==> config.mk <==
export PLATFORM = sky130hd
export DESIGN_NAME = armed_window_top
export DESIGN_NICKNAME = d
export VERILOG_FILES = /design/src/rtl/armed_window_pkg.sv /design/src/rtl/armed_seq_detect.sv /design/src/rtl/armed_window_timer.sv /design/src/rtl/armed_window_top.sv
export SDC_FILE = /design/constraint.sdc
export NUM_CORES = 1
export LEC_CHECK = 0
export ABC_CLOCK_PERIOD_IN_PS = 2960
export BUFFER_PORTS_ARGS = -buffer_cell sky130_fd_sc_hd__clkbuf_2
export CORE_AREA = 2 2 39 41
export CTS_CLUSTER_SIZE = 24
export DETAILED_ROUTE_END_ITERATION = 12
export DIE_AREA = 0 0 41 43
export GPL_ROUTABILITY_DRIVEN = 0
export PLACE_DENSITY_LB_ADDON = 0.25
export RECOVER_POWER = 100
export SYNTH_ARGS = -nofsm -noshare
export SYNTH_HDL_FRONTEND = slang
export SYNTH_SLANG_ARGS = --single-unit
export TNS_END_PERCENT = 5
==> constraint.sdc <==
create_clock -name clk -period 2.96 [get_ports clk]
set_input_delay 0.148 -clock clk [delete_from_list [all_inputs] [get_ports clk]]
set_output_delay 0.148 -clock clk [all_outputs]
set_load 0.005 [all_outputs]
==> src/rtl/armed_window_pkg.sv <==
package armed_window_pkg;

   typedef enum logic [1:0] {
      DET_IDLE    = 2'd0,
      DET_GOT1    = 2'd1,
      DET_GOT10   = 2'd2
   } det_state_e;

   localparam int unsigned TRIG_BITS = 3;

endpackage

==> src/rtl/armed_seq_detect.sv <==
module armed_seq_detect
   import armed_window_pkg::*;
(
   input  logic clk,
   input  logic rst,
   input  logic hold,
   input  logic a_in,
   output logic fire
);

   det_state_e st_q, st_d;

   always_comb begin
      st_d = st_q;
      fire = 1'b0;
      if (hold) begin
         st_d = DET_IDLE;
      end else begin
         unique case (st_q)
            DET_IDLE:  st_d = a_in ? DET_GOT1 : DET_IDLE;
            DET_GOT1:  st_d = a_in ? DET_GOT1 : DET_GOT10;
            DET_GOT10: begin
               if (a_in) begin
                  fire = 1'b1;
                  st_d = DET_IDLE;
               end else begin
                  st_d = DET_IDLE;
               end
            end
            default:   st_d = DET_IDLE;
         endcase
      end
   end

   always_ff @(posedge clk) begin
      if (rst) st_q <= DET_IDLE;
      else     st_q <= st_d;
   end

   // a fire is always followed by an idle detector
   p_fire_to_idle_r2: assert property (@(posedge clk) disable iff (rst)
      fire |=> (st_q == DET_IDLE));

   // while held, the detector comes out idle
   p_hold_clears_r7: assert property (@(posedge clk) disable iff (rst)
      hold |=> (st_q == DET_IDLE));

endmodule

==> src/rtl/armed_window_timer.sv <==
module armed_window_timer #(
   parameter int unsigned WIN_LEN = 16,
   localparam int unsigned CNT_W  = (WIN_LEN > 1) ? $clog2(WIN_LEN) : 1
) (
   input  logic clk,
   input  logic rst,
   input  logic start,
   output logic active
);

   generate
      if (WIN_LEN < 2 || (1 << CNT_W) != WIN_LEN) begin : g_bad_len
         $error("armed_window_timer: WIN_LEN must be a power of two >= 2");
      end
   endgenerate

   logic [CNT_W-1:0] cnt_q;
   logic [CNT_W-1:0] cnt_inc;
   logic [CNT_W:0]   carry;
   logic             act_q;

   assign carry[0] = 1'b1;

   generate
      for (genvar gi = 0; gi < CNT_W; gi++) begin : g_cnt_bit
         assign cnt_inc[gi]  = cnt_q[gi] ^ carry[gi];
         assign carry[gi+1]  = carry[gi] & cnt_q[gi];
      end
   endgenerate

   always_ff @(posedge clk) begin
      if (rst) begin
         act_q <= 1'b0;
         cnt_q <= '0;
      end else if (start) begin
         act_q <= 1'b1;
         cnt_q <= '0;
      end else if (act_q) begin
         cnt_q <= cnt_inc;
         if (carry[CNT_W]) act_q <= 1'b0;
      end
   end

   assign active = act_q;

   // every window begins at count zero
   p_open_at_zero_r2: assert property (@(posedge clk) disable iff (rst)
      $rose(act_q) |-> (cnt_q == '0));

   // window closes right after the terminal count
   p_close_at_wrap_r3: assert property (@(posedge clk) disable iff (rst)
      (act_q && !start && cnt_q == {CNT_W{1'b1}}) |=> (!act_q && cnt_q == '0));

   // inside the window the count advances by one
   p_count_step_r3: assert property (@(posedge clk) disable iff (rst)
      (act_q && !start && cnt_q != {CNT_W{1'b1}}) |=> (act_q && cnt_q == $past(cnt_q) + 1'b1));

   // no start request can arrive while a window runs
   p_no_restart_r6: assert property (@(posedge clk) disable iff (rst)
      !(start && act_q));

endmodule

==> src/rtl/armed_window_top.sv <==
module armed_window_top #(
   parameter int unsigned WIN_LEN = 16
) (
   input  logic clk,
   input  logic rst,
   input  logic trig_a,
   input  logic dat_b,
   output logic y
);

   logic fire;
   logic win_on;

   armed_seq_detect i_detect (
      .clk   (clk),
      .rst   (rst),
      .hold  (win_on),
      .a_in  (trig_a),
      .fire  (fire)
   );

   armed_window_timer #(
      .WIN_LEN (WIN_LEN)
   ) i_timer (
      .clk    (clk),
      .rst    (rst),
      .start  (fire),
      .active (win_on)
   );

   assign y = win_on & ~dat_b;

   // a completed trigger opens the window next cycle
   p_fire_opens_r2: assert property (@(posedge clk) disable iff (rst)
      fire |=> win_on);

   // reset edge leaves the window closed
   p_reset_closes_r9: assert property (@(posedge clk)
      rst |=> !win_on);

   // no output while the window is shut
   p_quiet_outside_r4: assert property (@(posedge clk) disable iff (rst)
      (!win_on) |-> (y == 1'b0));

endmodule

==> results of run 1 <==
-- placed cells by master (no fill, tap or decap) --
cell type and n:
clkbuf_1 2, xnor2_1 1, clkbuf_2 3, dfxtp_1 7
nor4b_1 1, nand2b_1 1, nor2b_1 2, nor4_1 1
clkbuf_4 3, o21ba_2 1, nor3_1 4, ha_1 3
mux2i_1 3, and4bb_1 1
-- through the flow --
step | hold slack [ns] | std cells | utilization [%] | power [mW]
global placement | 0.416 | 45 | 24.1 | 0.106
floorplan | 0.225 | 26 | - | 0.103
detailed placement | 0.422 | 45 | 24.1 | 0.107
finish | 0.164 | 49 | 25.9 | 0.191
CTS | 0.158 | 49 | 25.9 | 0.195
global route | 0.169 | 49 | 25.9 | 0.199
-- synth_stat cells --
master and instances:
nand2b_1 1, dfxtp_1 7, o21ba_2 1, nor4b_1 1, nor4_1 1, xnor2_1 1, nor2b_1 2, nor3_1 4
mux2i_1 3, ha_1 3, and4bb_2 1, buf_6 1
-- routing by layer --
metal  part of all wire (%)  vias to the layer above  global-route usage, %
li1                       -                      110                      -
met1                     41                      102                   6.19
met2                     51                        5                   12.5
met3                    7.9                        0                   6.28
met4                      0                        0                   2.00
met5                      0                        -                      0
-- final cells by class --
type / count / area (sq um) / share of cell area (%)
Sequential cell: 7 / 140 / 39.2
Tap cell: 16 / 20.0 / 5.59
Clock buffer: 4 / 26.3 / 7.34
Timing Repair Buffer: 4 / 18.8 / 5.24
Multi-Input combinational cell: 18 / 153 / 42.7
-- state kept, by name, indices dropped and copies added (netlist names) --
name and flops:
i_timer.active 1, i_timer.cnt_q 4, i_detect.st_q 2
-- cells by family after synthesis --
logic type / Yosys count
xor gates and xnor gates: 1
muxes: 3
AOI/OAI and AO/OA: 1
buffers and inverters: 1
and+or+nand+nor: 10
DFF: 7
adders and majority gates: 3
-- power breakdown --
group | switching (mW) | internal (mW) | leakage (nW)
Clock | 0.0351 | 0.0514 | 0.0150
Combinational | 0.00298 | 0.00408 | 0.0770
Sequential | 0.00166 | 0.0962 | 0.0568
Total | 0.0398 | 0.152 | 0.149
-- worst paths after layout --
path,start,endpoint,slack [ns],depth (start not counted)
worst max-delay path,i_timer.cnt_q[0],i_timer.cnt_q[3],1.69,5
worst min-delay path,rst,i_detect.st_q[0],0.16,2
worst min register to register,i_detect.st_q[0],i_detect.st_q[1],0.45,2
worst max register to register,i_timer.cnt_q[0],i_timer.cnt_q[3],1.69,5
==> run_results.csv, run 1 <==
group,metric,value,unit
setup_path,critPathArrivalTime,1.40,ns
finish,area_growth,17.7,%
power_and_ir_drop,power_density,535,nW/um^2
global_route,grt_usage,7.46,%
clocking,cts-resized-gates,0,
setup_path,end_kind,"register",
timing,setup_violations,0,
clocking,ctsHoldBuffers,0,
setup_path,crit_family,"adder cells",
timing,fmax,0.790,GHz
timing,finalCritPeriodShare,42.7,%
clocking,cts_num_sinks,7,
place,hpwl,375,microns
global_route,grt_pass1_wl,848,microns
timing,final-hold-violation-count,0,
clocking,cts_tree,"yes",
timing,tns,0,ns
finish,nets,41,
clocking,clockBufferDepth,2,
floorplan,die_y,43,microns
routing,drt_iter0_drc,2,
setup_path,cp_common_cell,"ha_1",
floorplan,rows,14,
yosys,ys_types,12,
setup_path,max_stage_delay,0.32,ns
timing,period_needed,1.27,ns
clocking,post_cts_buffers,0,
clocking,cts_buffers,3,
yosys,synth-compound-area-share,3.29,%
timing,slew_headroom,75.1,%
global_route,grt_max_degree,10,
global_route,antenna_found_initial,0,
yosys,synthSimpleGateAreaFrac,21.8,%
routing,post_drt_wl_per_cell,10.1,microns
setup_path,crit_buf_inv,0,
place,place.port_buffers,4,
outcome,outcome,"complete, no violations",
flow_run,max-cap-violations,0,
timing,fin_worst_skew,0.00481,ns
global_route,grt_pass1_vias,233,
yosys,avgSynthCellArea,11.7,sq um
yosys,yosysSeqAreaShare,46.1,%
setup_path,start_kind,"register",
routing,drc,0,
setup_path,critical_path.max_fanout,2,
finish,layout-drive-gt1-share,21.2,%
yosys,synth_cells,26,
power_and_ir_drop,irDropWorstVdd,0.181,mV
setup_path,critical_path_required,3.09,ns
setup_path,slowest_stage,"dfxtp_1",
floorplan,fp.coreArea,1380,sq um
place,post-place-ws,1.70,ns
routing,vias,217,
routing,drt_wl_total,494,microns
global_route,grt-ovfl-total,0,
floorplan,die-area,1760,sq um
yosys,yosys-top-cells-area,"dfxtp_1 (46%), ha_1 (12%), mux2i_1 (9.9%), nor3_1 (6.6%), and4bb_2 (4.1%)",
yosys,synthAdderAreaFrac,12.3,%
yosys,ys_ff_latch,7,
yosys,synth_top_area_share,46.1,%
worst_hold_path,hp-class,"input pin to register",
floorplan,initial_core_util,22.0,%
power_and_ir_drop,p_leak,0.149,nW
setup_path,critPathKind,"register to register",
yosys,synthMuxAreaShare,9.88,%
timing,fin_ws,1.69,ns
routing,ant_nets,0,
finish,stdcell_area,358,sq um
setup_path,cp_cell_sequence,"ha_1, ha_1, ha_1, mux2i_1, nor3_1",
timing,rsz0062_at_grt,"no",
clocking,clk_latency,0.25,ns
yosys,synth_fp_nets,33,
routing,viasPerCell,4.43,
floorplan,die-width,41,microns
finish,fillers,154,
finish,num_antenna_cells,0,
yosys,yosys_warnings,0,
clocking,h-tree-depth,1,
floorplan,ioPinCount,5,
routing,firstDrtPassIters,4,
yosys,netlist_area,304,sq um
yosys,synth_top_family_by_area,"simple AND/OR/NAND/NOR gates",
yosys,synth.largest_area_cell,"dfxtp_1",
timing,max_slew.worst_pin.slew,0.372,ns
place,place_area,333,sq um
yosys,synthXorXnorAreaFrac,2.88,%
clocking,path_clk_slew,0.05,ns
timing,slew_violations,0,
clocking,clockRootBuffer,"clkbuf_4",
No activity file was read; power rests on OpenSTA's default activity.
==> inputs of run 2 (changes only) <==
Settings changed: ABC_CLOCK_PERIOD_IN_PS 2960 to 1000.
Clock period 2.96 ns to 1 ns, I/O delays scaled along.
==> run_results.csv, run 2 (synthesis gave the netlist of run 1 again) <==
group,metric,value,unit
timing,max_slew.worst_pin.slew,0.232,ns
finish,final_cell_mix,"dfxtp_1 (5), nor3_1 (4)",
global_route,grt_max_degree,9,
global_route,grt_pass1_vias,247,
finish,ff_latch_area,143,sq um
setup_path,critical_path.max_fanout,2,
setup_path,rrSetupSlack,-0.14,ns
floorplan,die_y,43,microns
timing,fmax,0.877,GHz
power_and_ir_drop,p_clk_share,44.0,%
clocking,cts_buffers,3,
routing,firstDrtPassIters,3,
timing,setup_violations,3,
worst_hold_path,hold_path_depth,2,
setup_path,timing.rr.start,"i_timer.cnt_q[1]",
place,hpwl,466,microns
clocking,cts_tree,"yes",
power_and_ir_drop,swShare,20.1,%
place,place_area,388,sq um
floorplan,fp.coreArea,1380,sq um
routing,post_drt_wl_per_cell,12.2,microns
floorplan,rows,14,
worst_hold_path,hold_start,"rst",
finish,multi_input_area,205,sq um
setup_path,critPathKind,"register to register",
power_and_ir_drop,irDropWorstVdd,1.12,mV
power_and_ir_drop,p_int,0.453,mW
place,post-place-ws,-0.193,ns
timing,slew_violations,0,
finish,regMostFlops,"i_timer.cnt_q",
setup_path,start_kind,"register",
finish,fillers,145,
finish,stdcell_area,433,sq um
routing,viasPerCell,4.47,
power_and_ir_drop,p_sw,0.114,mW
worst_hold_path,hp-class,"input pin to register",
outcome,violations,"negative setup slack",
timing,fin_worst_skew,0.00698,ns
timing,fin_ws,-0.140,ns
finish,nets,43,
finish,area_growth,42.4,%
power_and_ir_drop,power_density,1310,nW/um^2
finish,layout-drive-gt1-share,51.4,%
power_and_ir_drop,p_leak,0.154,nW
timing,rsz0062_at_grt,"yes",
outcome,outcome,"finished with violations",
setup_path,critical_path_required,1.18,ns
clocking,clockBufferDepth,2,
clocking,cts_num_sinks,7,
global_route,grt-ovfl-total,0,
finish,largest_reg_flops,4,
worst_hold_path,hold_end,"i_timer.cnt_q[1]",
clocking,path_clk_slew,0.05,ns
timing,tns,-0.235,ns
routing,vias,228,
global_route,antenna_found_initial,0,
timing,holdWs,0.0777,ns
power_and_ir_drop,power.share.sequential,50.8,%
finish,final_common_cell,"dfxtp_1",
routing,drt_wl_total,624,microns
floorplan,die-width,41,microns
floorplan,die-area,1760,sq um
timing,final-hold-violation-count,0,
setup_path,reg2reg_depth,5,
global_route,grt_pass1_wl,1050,microns
floorplan,ioPinCount,5,
setup_path,critPathArrivalTime,1.32,ns
setup_path,reg2reg_to,"i_timer.cnt_q[3]",
power_and_ir_drop,p_comb_share,5.2,%
routing,drt_iter0_drc,3,
routing,ant_nets,0,
place,place.port_buffers,4,
routing,drc,0,
clocking,clk_latency,0.25,ns
setup_path,end_kind,"register",
clocking,ctsHoldBuffers,0,
global_route,grt_usage,9.76,%
clocking,h-tree-depth,1,
floorplan,initial_core_util,22.0,%
flow_run,max-cap-violations,0,
timing,slew_headroom,84.3,%
clocking,clockRootBuffer,"clkbuf_4",
timing,finalCritPeriodShare,114,%
timing,period_needed,1.14,ns
finish,num_antenna_cells,0,
[run 2: cell types whose count changed in the layout (fill, tap and decap cells not counted), moves of 2 or more]
cell	delta
nor2b_4	+2
nor2b_1	-2
dfxtp_1	-2
ha_1	-3
dfxtp_2	+2
ha_4	+3
[run 2: per-layer routing]
metal / up-vias / part of all wire, % / track usage (%)
met3: 0 / 7.5 / 7.85
met2: 7 / 55 / 15.9
met5: - / 0 / 0
met4: 0 / 0 / 2.00
li1: 116 / - / -
met1: 105 / 37 / 9.06
[run 2: what timing repair did]
| action | CTS | global route |
|---|---|---|
| endpoints found under the setup margin | 4 | 4 |
| buffers inserted | 0 | 0 |
| gates resized for setup | 4 | 2 |
| pin swaps | 2 | 0 |
[run 2: critical path, stage by stage, from the launching register on]
cell and delay [ns]:
dfxtp_2 0.33, ha_4 0.16, ha_4 0.15, ha_4 0.26
mux2i_1 0.06, nor3_1 0.11
[run 2: area by class of cell]
| class | count | area share (%) |
|---|---|---|
| clock buffers | 4 | 6.07 |
| repair buffers | 6 | 8.96 |
| flip-flops and latches | 7 | 32.9 |
| well taps | 16 | 4.62 |
| multi-input cells | 18 | 47.4 |
[run 2: power by group through the flow]
stage / registers, mW / logic, mW / clock network (mW)
after floorplan: 0.293 / 0.0133 / 0
after global placement: 0.293 / 0.0249 / 0
after detailed placement: 0.293 / 0.0265 / 0
after CTS: 0.288 / 0.0281 / 0.266
after global routing: 0.288 / 0.0327 / 0.279
final: 0.288 / 0.0292 / 0.249
[run 2: worst max path at each step]
stage,start,to,slack [ns],cells past startpoint
after detailed placement,i_timer.cnt_q[1],i_timer.cnt_q[3],-0.19,5
after global routing,i_timer.cnt_q[1],i_timer.cnt_q[3],-0.17,5
after CTS,i_timer.cnt_q[1],i_timer.cnt_q[3],-0.15,5
final,i_timer.cnt_q[1],i_timer.cnt_q[3],-0.14,5
after floorplan,i_timer.cnt_q[0],i_timer.cnt_q[3],-0.15,5
after global placement,i_timer.cnt_q[0],i_timer.cnt_q[3],-0.17,5
[run 2: through the flow]
stage,util [%],power (mW),std cells
after detailed placement,28.0,0.320,47
final,31.3,0.567,51
after global routing,31.3,0.600,51
after global placement,28.0,0.318,47
after floorplan,-,0.306,26
after CTS,30.8,0.582,51
==> inputs of run 3 (changes only) <==
Settings changed: TNS_END_PERCENT 5 to unset.
==> run_results.csv, run 3 (synthesis gave the netlist of run 1 again) <==
group,metric,value,unit
floorplan,initial_core_util,22.0,%
finish,regMostFlops,"i_timer.cnt_q",
routing,drc,0,
place,place_area,388,sq um
setup_path,slowest_stage,"dfxtp_2",
power_and_ir_drop,irDropWorstVdd,0.622,mV
global_route,antenna_found_initial,0,
global_route,grt_pass1_wl,1050,microns
floorplan,ioPinCount,5,
global_route,grt_pass1_vias,243,
setup_path,critPathArrivalTime,1.32,ns
finish,final_common_cell,"dfxtp_1",
timing,setup_violations,2,
finish,layout-drive-gt1-share,50.0,%
finish,final_cell_mix,"dfxtp_1 (5), nor3_1 (4), clkbuf_2 (4)",
clocking,h-tree-depth,1,
timing,fin_worst_skew,0.00277,ns
setup_path,critical_path_required,1.18,ns
clocking,cts_num_sinks,7,
finish,num_antenna_cells,0,
finish,area_growth,39.5,%
setup_path,cp_common_cell,"ha_4",
setup_path,crit_family,"adder cells",
routing,viasPerCell,4.19,
routing,ant_nets,0,
routing,drt_wl_total,568,microns
timing,fmax,0.881,GHz
timing,rsz0062_at_grt,"yes",
timing,finalCritPeriodShare,114,%
global_route,grt-ovfl-total,0,
power_and_ir_drop,p_leak,0.158,nW
routing,post_drt_wl_per_cell,10.9,microns
flow_run,max-cap-violations,0,
clocking,path_clk_slew,0.06,ns
power_and_ir_drop,power_density,1370,nW/um^2
timing,period_needed,1.14,ns
timing,holdWs,0.0687,ns
floorplan,fp.coreArea,1380,sq um
clocking,cts_tree,"yes",
setup_path,max_stage_delay,0.33,ns
floorplan,die-area,1760,sq um
clocking,clockBufferDepth,2,
setup_path,rrSetupSlack,-0.14,ns
global_route,grt_usage,9.95,%
setup_path,critPathKind,"register to register",
timing,final-hold-violation-count,0,
clocking,clk_latency,0.25,ns
finish,stdcell_area,424,sq um
place,place.port_buffers,4,
floorplan,die_y,43,microns
clocking,ctsHoldBuffers,0,
outcome,violations,"negative setup slack",
setup_path,end_kind,"register",
timing,slew_headroom,80.9,%
timing,fin_ws,-0.135,ns
outcome,outcome,"finished with violations",
timing,slew_violations,0,
power_and_ir_drop,power.total,0.580,mW
routing,drt_iter0_drc,2,
setup_path,crit_buf_inv,0,
floorplan,die-width,41,microns
finish,largest_reg_flops,4,
finish,nets,44,
setup_path,cp_cell_sequence,"ha_4, ha_4, ha_4, mux2i_1, nor3_1",
floorplan,rows,14,
worst_hold_path,hp-class,"input pin to register",
timing,tns,-0.177,ns
global_route,grt_max_degree,8,
routing,firstDrtPassIters,3,
place,hpwl,423,microns
setup_path,critical_path.max_fanout,2,
setup_path,start_kind,"register",
clocking,cts_buffers,3,
place,post-place-ws,-0.192,ns
timing,max_slew.worst_pin.slew,0.283,ns
routing,vias,218,
clocking,clockRootBuffer,"clkbuf_4",
run 3: cell types whose count changed in the layout (fill, tap and decap cells not counted), sizes merged:
cell	change
clkbuf	+1
run 3: per-stage QoR:
stage | utilization (%) | instances
after floorplan | - | 26
after CTS | 30.5 | 52
after global placement | 28.0 | 47
final | 30.7 | 52
after detailed placement | 28.0 | 47
after global routing | 30.7 | 52
run 3: path summary, 6_finish.rpt:
kind	startpoint	to	cells after the start
setup / recovery	i_timer.cnt_q[1]	i_timer.cnt_q[3]	5
hold / removal	rst	i_timer.cnt_q[1]	2
setup reg to reg	i_timer.cnt_q[1]	i_timer.cnt_q[3]	5
hold reg to reg	i_detect.st_q[1]	i_detect.st_q[1]	1
run 3: area by class of cell:
cell class / instances / area, sq um
timing repair buffer: 7 / 42.5
multi-input combinational: 18 / 193
tap: 16 / 20.0
fill: 143 / 960
sequential: 7 / 143
clock buffer: 4 / 26.3
run 3: repair_timing:
| item | 4_1_cts | 5_1_grt |
|---|---|---|
| cloned | 0 | 0 |
| gates resized for setup | 0 | 2 |
| pin swaps | 1 | 1 |
| buffers inserted | 1 | 0 |
| setup endpoints to repair | 2 | 6 |
run 3: metal layers:
layer | vias up | track usage [%] | wire, microns
li1 | 115 | - | -
met1 | 100 | 8.71 | 241
met2 | 3 | 15.0 | 299
met3 | 0 | 4.71 | 27
met4 | 0 | 10.0 | 0
met5 | - | 0 | 0
run 3: worst register-to-register path, delay by kind of cell (launching register included):
kind | cells | cell delay [ns]
and+or+nand+nor | 1 | 0.12
DFF | 1 | 0.33
adders and majority gates | 3 | 0.56
muxes | 1 | 0.06
run 3: power by group:
part	leakage [nW]	total, mW	internal [mW]	switching [mW]
Sequential	0.0578	0.288	0.284	0.00346
Clock	0.0150	0.266	0.153	0.113
Combinational	0.0848	0.0259	0.0146	0.0112
Total	0.158	0.580	0.452	0.128
